--- config.mk ---
export PLATFORM = sky130hd
export DESIGN_NAME = mulsub_unit
export DESIGN_NICKNAME = d
export VERILOG_FILES = /design/src/rtl/mulsub_pkg.sv /design/src/rtl/mulsub_cell.sv /design/src/rtl/mulsub_ctrl.sv /design/src/rtl/mulsub_dp.sv /design/src/rtl/mulsub_unit.sv
export SDC_FILE = /design/constraint.sdc
export NUM_CORES = 2
export LEC_CHECK = 0
export ABC_AREA = 1
export CAP_MARGIN = 20
export CELL_PAD_IN_SITES_DETAIL_PLACEMENT = 1
export CELL_PAD_IN_SITES_GLOBAL_PLACEMENT = 1
export CORE_MARGIN = 2
export CORE_UTILIZATION = 52
export CTS_BUF_LIST = sky130_fd_sc_hd__clkbuf_2
export CTS_CLUSTER_SIZE = 24
export DETAILED_ROUTE_END_ITERATION = 10
export PLACE_DENSITY_LB_ADDON = 0.1
export SLEW_MARGIN = 0
export SYNTH_ARGS = -nofsm -noshare
export SYNTH_HDL_FRONTEND = slang
export SYNTH_HIERARCHICAL = 1
export SYNTH_SLANG_ARGS = --single-unit
--- constraint.sdc ---
create_clock -name clk -period 24.6 [get_ports clk]
set_input_delay 4.92 -clock clk [delete_from_list [all_inputs] [get_ports clk]]
set_output_delay 4.92 -clock clk [all_outputs]
set_load 0.1 [all_outputs]
--- src/rtl/mulsub_pkg.sv ---
package mulsub_pkg;
  // Strobes the sequencer hands to the datapath each cycle
  typedef struct packed {
    logic loadOp;     // accept a new operation: latch trial digit, reset carries
    logic stepDigit;  // a digit pair is accepted this cycle
    logic lastDigit;  // the accepted pair is the top position
    logic topPos;     // current position is the top one (divisor forced to 0)
  } seqStrobe_t;
endpackage

--- src/rtl/mulsub_cell.sv ---
// Combinational fused multiply-subtract for one digit position
module mulsub_cell #(
  parameter int DIGIT_W = 32
) (
  input  logic [DIGIT_W-1:0] divIn,
  input  logic [DIGIT_W-1:0] trialIn,
  input  logic [DIGIT_W-1:0] mulCarryIn,
  input  logic [DIGIT_W-1:0] remIn,
  input  logic               subCarryIn,
  output logic [DIGIT_W-1:0] mulCarryOut,
  output logic [DIGIT_W-1:0] diffOut,
  output logic               subCarryOut
);
  localparam int WIDE_W = 2 * DIGIT_W;
  localparam int SUM_W  = DIGIT_W + 1;

  logic [WIDE_W-1:0]  term;
  logic [DIGIT_W-1:0] prodLo;
  logic [SUM_W-1:0]   sum;

  always_comb begin
    term        = WIDE_W'(divIn) * WIDE_W'(trialIn) + WIDE_W'(mulCarryIn);
    prodLo      = term[DIGIT_W-1:0];
    mulCarryOut = term[WIDE_W-1:DIGIT_W];
    sum         = {1'b0, ~prodLo} + {1'b0, remIn} + SUM_W'(subCarryIn);
    diffOut     = sum[DIGIT_W-1:0];
    subCarryOut = sum[DIGIT_W];
  end
endmodule

--- src/rtl/mulsub_ctrl.sv ---
// Sequencer: position counter, busy state and strobes
module mulsub_ctrl
  import mulsub_pkg::*;
#(
  parameter int CNT_W = 8
) (
  input  logic             clk,
  input  logic             rstN,
  input  logic             startPulse,
  input  logic [CNT_W-1:0] digitCount,
  input  logic             inValid,
  output logic             inReady,
  output seqStrobe_t       strobe
);
  logic             busy;
  logic [CNT_W-1:0] posIdx;
  logic [CNT_W-1:0] topIdx;
  logic             atTop;

  always_comb begin
    atTop            = (posIdx == topIdx);
    inReady          = busy;
    strobe.loadOp    = startPulse && !busy;
    strobe.stepDigit = inValid && busy;
    strobe.lastDigit = inValid && busy && atTop;
    strobe.topPos    = busy && atTop;
  end

  always_ff @(posedge clk) begin
    if (!rstN) begin
      busy   <= 1'b0;
      posIdx <= '0;
      topIdx <= '0;
    end else if (strobe.loadOp) begin
      busy   <= 1'b1;
      posIdx <= '0;
      topIdx <= digitCount;
    end else if (strobe.stepDigit) begin
      posIdx <= posIdx + 1'b1;
      if (strobe.lastDigit) busy <= 1'b0;
    end
  end
endmodule

--- src/rtl/mulsub_dp.sv ---
// Datapath: trial digit, fused carry chains, output register
module mulsub_dp
  import mulsub_pkg::*;
#(
  parameter int DIGIT_W = 32
) (
  input  logic               clk,
  input  logic               rstN,
  input  seqStrobe_t         strobe,
  input  logic [DIGIT_W-1:0] trialDigit,
  input  logic [DIGIT_W-1:0] divDigit,
  input  logic [DIGIT_W-1:0] remDigit,
  output logic               outValid,
  output logic [DIGIT_W-1:0] outDigit,
  output logic               doneValid,
  output logic               fixupNeeded
);
  logic [DIGIT_W-1:0] trialReg;
  logic [DIGIT_W-1:0] mulCarry;
  logic               subCarry;
  logic [DIGIT_W-1:0] divEff;
  logic [DIGIT_W-1:0] nextMulCarry;
  logic [DIGIT_W-1:0] nextDiff;
  logic               nextSubCarry;

  assign divEff = strobe.topPos ? '0 : divDigit;

  mulsub_cell #(.DIGIT_W(DIGIT_W)) u_cell (
    .divIn      (divEff),
    .trialIn    (trialReg),
    .mulCarryIn (mulCarry),
    .remIn      (remDigit),
    .subCarryIn (subCarry),
    .mulCarryOut(nextMulCarry),
    .diffOut    (nextDiff),
    .subCarryOut(nextSubCarry)
  );

  always_ff @(posedge clk) begin
    if (!rstN) begin
      trialReg    <= '0;
      mulCarry    <= '0;
      subCarry    <= 1'b1;
      outValid    <= 1'b0;
      outDigit    <= '0;
      doneValid   <= 1'b0;
      fixupNeeded <= 1'b0;
    end else begin
      outValid  <= strobe.stepDigit;
      doneValid <= strobe.lastDigit;
      if (strobe.loadOp) begin
        trialReg    <= trialDigit;
        mulCarry    <= '0;
        subCarry    <= 1'b1;
        fixupNeeded <= 1'b0;
      end else if (strobe.stepDigit) begin
        outDigit <= nextDiff;
        mulCarry <= nextMulCarry;
        subCarry <= nextSubCarry;
        if (strobe.lastDigit) fixupNeeded <= ~nextSubCarry;
      end
    end
  end
endmodule

--- src/rtl/mulsub_unit.sv ---
// Thin top: sequencer plus datapath
module mulsub_unit
  import mulsub_pkg::*;
#(
  parameter int DIGIT_W = 32,
  parameter int CNT_W   = 8
) (
  input  logic               clk,
  input  logic               rstN,
  input  logic               startPulse,
  input  logic [DIGIT_W-1:0] trialDigit,
  input  logic [CNT_W-1:0]   digitCount,
  input  logic               inValid,
  output logic               inReady,
  input  logic [DIGIT_W-1:0] divDigit,
  input  logic [DIGIT_W-1:0] remDigit,
  output logic               outValid,
  output logic [DIGIT_W-1:0] outDigit,
  output logic               doneValid,
  output logic               fixupNeeded
);
  seqStrobe_t strobe;

  mulsub_ctrl #(.CNT_W(CNT_W)) u_ctrl (
    .clk       (clk),
    .rstN      (rstN),
    .startPulse(startPulse),
    .digitCount(digitCount),
    .inValid   (inValid),
    .inReady   (inReady),
    .strobe    (strobe)
  );

  mulsub_dp #(.DIGIT_W(DIGIT_W)) u_dp (
    .clk        (clk),
    .rstN       (rstN),
    .strobe     (strobe),
    .trialDigit (trialDigit),
    .divDigit   (divDigit),
    .remDigit   (remDigit),
    .outValid   (outValid),
    .outDigit   (outDigit),
    .doneValid  (doneValid),
    .fixupNeeded(fixupNeeded)
  );
endmodule

Word level (Yosys, flattened, before mapping)
Index checks and enable logic that the tools add are counted.
{"block": "word_totals", "register_bits": 117, "input_bits": 108, "output_inout_bits": 36, "elab_cells": 35}
{"block": "op_classes", "addsub": 4, "multipliers": 1, "n_eq_ne": 1, "mux": 4, "bitwise_logic": 4, "reduce_logical": 11}
{"op": "$add 64x32->64", "n": 1}
{"op": "$mul 32x32->64", "n": 1}
{"op": "$add 32x32->33", "n": 1}
{"op": "$add 33x1->33", "n": 1}
{"op": "$mux 32", "n": 1}
{"op": "$not 32->32", "n": 1}
{"op": "$add 8x1->8 const B", "n": 1}
{"op": "$eq 8x8->1", "n": 1}
{"op": "$reduce_and 2->1", "n": 3}
{"op": "$logic_and 1x1->1", "n": 4}
{"op": "$reduce_bool 2->1", "n": 2}
{"op": "$mux 1", "n": 3}
{"op": "$not 1->1", "n": 3}
{"op": "$reduce_or 2->1", "n": 1}
{"op": "$logic_not 1->1", "n": 1}

Depth between registers and ports, before layout
{"block": "logic_depth", "depth_word": 9, "mapped_depth": 51, "mapped_depth_nobuf": 49}

Cells and area by module
The synthesis kept the hierarchy.
{"module": "mulsub_cell", "instances": 1, "cells_per_inst": 5164, "area_per_inst_um2": 37960.2, "seq_area_each_um2": 0.0}
{"module": "mulsub_dp", "instances": 1, "cells_per_inst": 569, "area_per_inst_um2": 3933.8, "seq_area_each_um2": 2001.9}
{"module": "mulsub_ctrl", "instances": 1, "cells_per_inst": 140, "area_per_inst_um2": 890.9, "seq_area_each_um2": 340.3}

Least setup slack after synthesis
No wires, ideal clock.
{"block": "synth_timing", "path_type": "input -> register", "startpoint": "in divDigit[18]", "endpoint": "reg u_dp.outDigit[25]", "setup_time_ns": 0.117, "arrival_ns": 11.993, "required_time_ns": 24.483, "setup_slack_ns": 12.490, "path_stages": 39, "n_path_buf": 1, "cell_sequence": "inv_1 nor2_1 clkbuf_1 nand2_1 fa_1 fa_1 inv_1 fa_1 inv_1 fa_1 inv_1 fa_1 inv_1 fa_1 inv_1 fa_1 inv_1 fa_1 (+3 left out) nor2_1 nand2_1 nor2_1 nand2_1 nand3_1 xnor2_1 ha_1 nand2_1 nor2_1 nand2_1 nor4_1 nand2_1 nand3_1 nand2_1 inv_1 nand3_1 nand2_1 nor2_1"}
{"block": "synth_via", "elab_chain_len": 6}
{"item": "start: declaration", "line": "mulsub_unit.sv:15", "text": "input logic [DIGIT_W-1:0] divDigit,"}
{"item": "$mux 32", "line": "mulsub_dp.sv:26", "text": "assign divEff = strobe.topPos ? '0 : divDigit;"}
{"item": "via u_dp.divEff[18]", "line": "mulsub_dp.sv:21", "text": "logic [DIGIT_W-1:0] divEff;"}
{"item": "$mul 32x32->64", "line": "mulsub_cell.sv:22", "text": "term = WIDE_W'(divIn) * WIDE_W'(trialIn) + WIDE_W'(mulCarryIn);"}
{"item": "$add 64x32->64", "line": "mulsub_cell.sv:22"}
{"item": "$not 32->32", "line": "mulsub_cell.sv:25", "text": "sum = {1'b0, ~prodLo} + {1'b0, remIn} + SUM_W'(subCarryIn);"}
{"item": "$add 32x32->33", "line": "mulsub_cell.sv:25"}
{"item": "$add 33x1->33", "line": "mulsub_cell.sv:25"}
{"item": "via u_dp.nextDiff[25]", "line": "mulsub_dp.sv:23", "text": "logic [DIGIT_W-1:0] nextDiff;"}
{"item": "end signal: assignment", "line": "mulsub_dp.sv:57", "text": "outDigit <= nextDiff;"}
{"item": "end: declaration", "line": "mulsub_dp.sv:14", "text": "output logic [DIGIT_W-1:0] outDigit,"}
The timed path passes the listed nets, and every way through them passes these cells.
A chain may end at the register's enable or synchronous reset.

Worst setup path after layout
{"block": "layout_timing", "startpoint": "in divDigit[18]", "endpoint": "reg u_dp.outDigit[28]"}
Same word-level chain as after synthesis.

==> out/results.tsv <==
metric	value	unit
status	finished clean	
H-tree depth	4	
Yosys warning count	6	
number of core rows	105	
Final nets	7207	
final hold slack	483	ps
drt wl/cell	21.2	µm
Slowest-stage cell, CP	fa_1	
XOR/XNOR Fraction of Synth Area	0.0121	
number of synthesized register bits	117	
syn_nets	7206	
Num CTS Buffers	17	
Placer Congestion	0.951	
FILL cells	10598	
sequential area share after synthesis	0.0547	
Sum Neg Setup Slack	0	ps
Post-Synth Adder-Cell Area	0.521	
total global-route track usage	0.361	
number of global-route vias before repair	41751	
number of DRC markers in iteration 0	2219	
CTS tree	built	
grt ovf	0	
most frequent cell after synthesis	nand2_1	
initial antenna violation count	4	
share of cells above drive strength 1	0.0311	
max frequency	77.9	MHz
portion of netlist area occupied by mux cells	0	
placed cells	6925	
count of final setup violators	0	
HPWL Detailed	121000	µm
period utilisation layout	0.522	
IO Pins	144	
total wire length	147000	µm
FFs w/ async S/R, synth	0	
Tightest Pin Transition	1110	ps
largest net degree at the start of global routing	70	
largest fanout on the critical path	32	
Reg clk slew, reported paths	250	ps
WS Path Type	input port to register	
CP bufs+invs	12	
Via density	5.30	
hold_buf cts	0	
combinational family with the most area after synthesis	adder cells	
number of synthesized flops with an enable pin	0	
Via Count	36913	
CTS root buffer	clkbuf_2	
max cap viols	0	
clk_lat worst skew	1130	ps
Initial Util	0.524	
Yosys cell types	38	
critical path required time	25610	ps
Area contributors post-synth	fa_1, nand2_1, inv_1, ha_1, dfxtp_1	
Synth top cells by count	nand2_1, inv_1, fa_1, nor2_1, ha_1	
CP max stage delay	550	ps
setup bufs post-CTS	0	
Setup Skew	83.1	ps
PortBufs	143	
Hold Fails Final Rpt	0	
post-synth top area share	0.435	
Avg Synthesized Cell Area	7.28	µm²
Synth Area in Compound Gates	0.0277	
min cycle time layout	12830	ps
Slew HR	0.260	
# DRC	0	
dominant synthesized flop cell	dfxtp_1	
post-layout util	0.557	
CP delay by family, top	adder cells	
Synth Instances	5873	
Pre-Repair DR Iteration Count	5	
Crit path arrival time	13840	ps
Final Slew Violations	0	
fraction of the mapped netlist area in simple logic gates	0.215	
CTS sink cnt	117	
Hold WC Path Type	register to register	
global-route wire length before repair	232000	µm
Netlist Area Pre-Place	0.0428	mm²
post-CTS resize count	0	
crit path capture type	register	
crit path launch type	input port	
P&R area growth vs syn	6.39	%
Die Height	291	µm
die width	291	µm
DIE AREA	0.0846	mm²
CTS Buffer Depth	2	
cell taking the most area after synthesis	fa_1	
post-route insts no fill	6959	
unrepaired setup endpoints after global routing	false	
Std-Cell Core Area	0.0817	mm²
post-route ant nets	0	
Most Frequent Cell on Critical Path	inv_1	
-- per-stage QoR --
step | setup slack (ps) | instance area, µm²
2_1_floorplan | 12490 | 42800
3_3_place_gp | 10750 | 45300
3_5_place_dp | 10730 | 45300
4_1_cts | 11970 | 45500
5_1_grt | 11350 | 45500
6_report | 11770 | 45500
-- cell families (layout without fill, tap and decap cells) --
family | Yosys count | count (layout)
other cells | 0 | 2
xor+xnor | 59 | 59
buf+inv | 1915 | 1929
fa+ha+maj | 1225 | 1225
simple gates | 2331 | 2331
flops | 117 | 117
compound gates | 226 | 226
-- sequential cells by signal (all words and copies together) (netlist names) --
signal and count:
u_dp/outValid 1, u_ctrl/inReady 1, u_ctrl/topIdx 8, u_dp/outDigit 32, u_dp/subCarry 1, u_dp/trialReg 32, u_dp/fixupNeeded 1, u_ctrl/posIdx 8
u_dp/doneValid 1, u_dp/mulCarry 32
-- routing by layer --
metal  vias up  share of wire  GRT usage  wire length, µm
li1      16496              -          -                -
met1     18906           0.41      0.467            61000
met2      1260           0.48      0.611            71200
met3       249          0.077     0.0764            11300
met4         2          0.025      0.104             3730
met5         -       0.000088          0               13
-- worst paths after layout --
kind                                          to  cells past startpoint  slack (ps)                           start
hold reg to reg   u_dp/mulCarry[30]$_SDFFE_PP0P_                      2         480  u_dp/mulCarry[30]$_SDFFE_PP0P_
setup / recovery  u_dp/outDigit[28]$_SDFFE_PN0P_                     40       11770                    divDigit[18]
hold / removal    u_dp/mulCarry[30]$_SDFFE_PP0P_                      2         480  u_dp/mulCarry[30]$_SDFFE_PP0P_
setup reg to reg  u_dp/outDigit[28]$_SDFFE_PN0P_                     47       14190   u_ctrl/posIdx[3]$_SDFFE_PP0P_
-- layout by cell type, fill, tap and decap left out, drive strengths merged --
cell / instances
clkdlybuf4s50: 142
or2: 1
o21a: 6
buf: 70
bufinv: 2
a21o: 2
o211ai: 1
o31ai: 1
nand4: 19
a21oi: 131
inv: 1692
clkinvlp: 1
clkbuf: 17
nor3: 23
clkinv: 5
xor2: 27
nand3b: 3
ha: 295
dfxtp: 117
o21bai: 12
and2: 4
nand2b: 1
and3: 1
diode: 2
nor2: 321
o21ai: 73
nand3: 127
fa: 930
nor4: 3
nand2: 1828
xnor2: 32
-- worst register-to-register path, delay by kind of cell (launching register included) --
kind	cells	cell delay (ps)
and+or+nand+nor	17	1960
AOI/OAI and AO/OA	5	970
buffers and inverters	14	1580
adders and majority gates	10	4820
xor gates and xnor gates	1	450
DFF	1	520
-- area by class of cell --
type	count	area (µm²)	area share
Sequential cell	117	2350	0.0516
Antenna cell	2	5.00	0.000110
Inverter	1685	6320	0.139
Timing Repair Buffer	212	1940	0.0427
Clock inverter	15	168	0.00368
Multi-Input combinational cell	3841	33300	0.732
Tap cell	1070	1340	0.0294
Clock buffer	17	85.1	0.00187
Power is left out: the tool's default activity adds up to more than one toggle a clock period on the data nets, which glitch-free logic cannot reach.
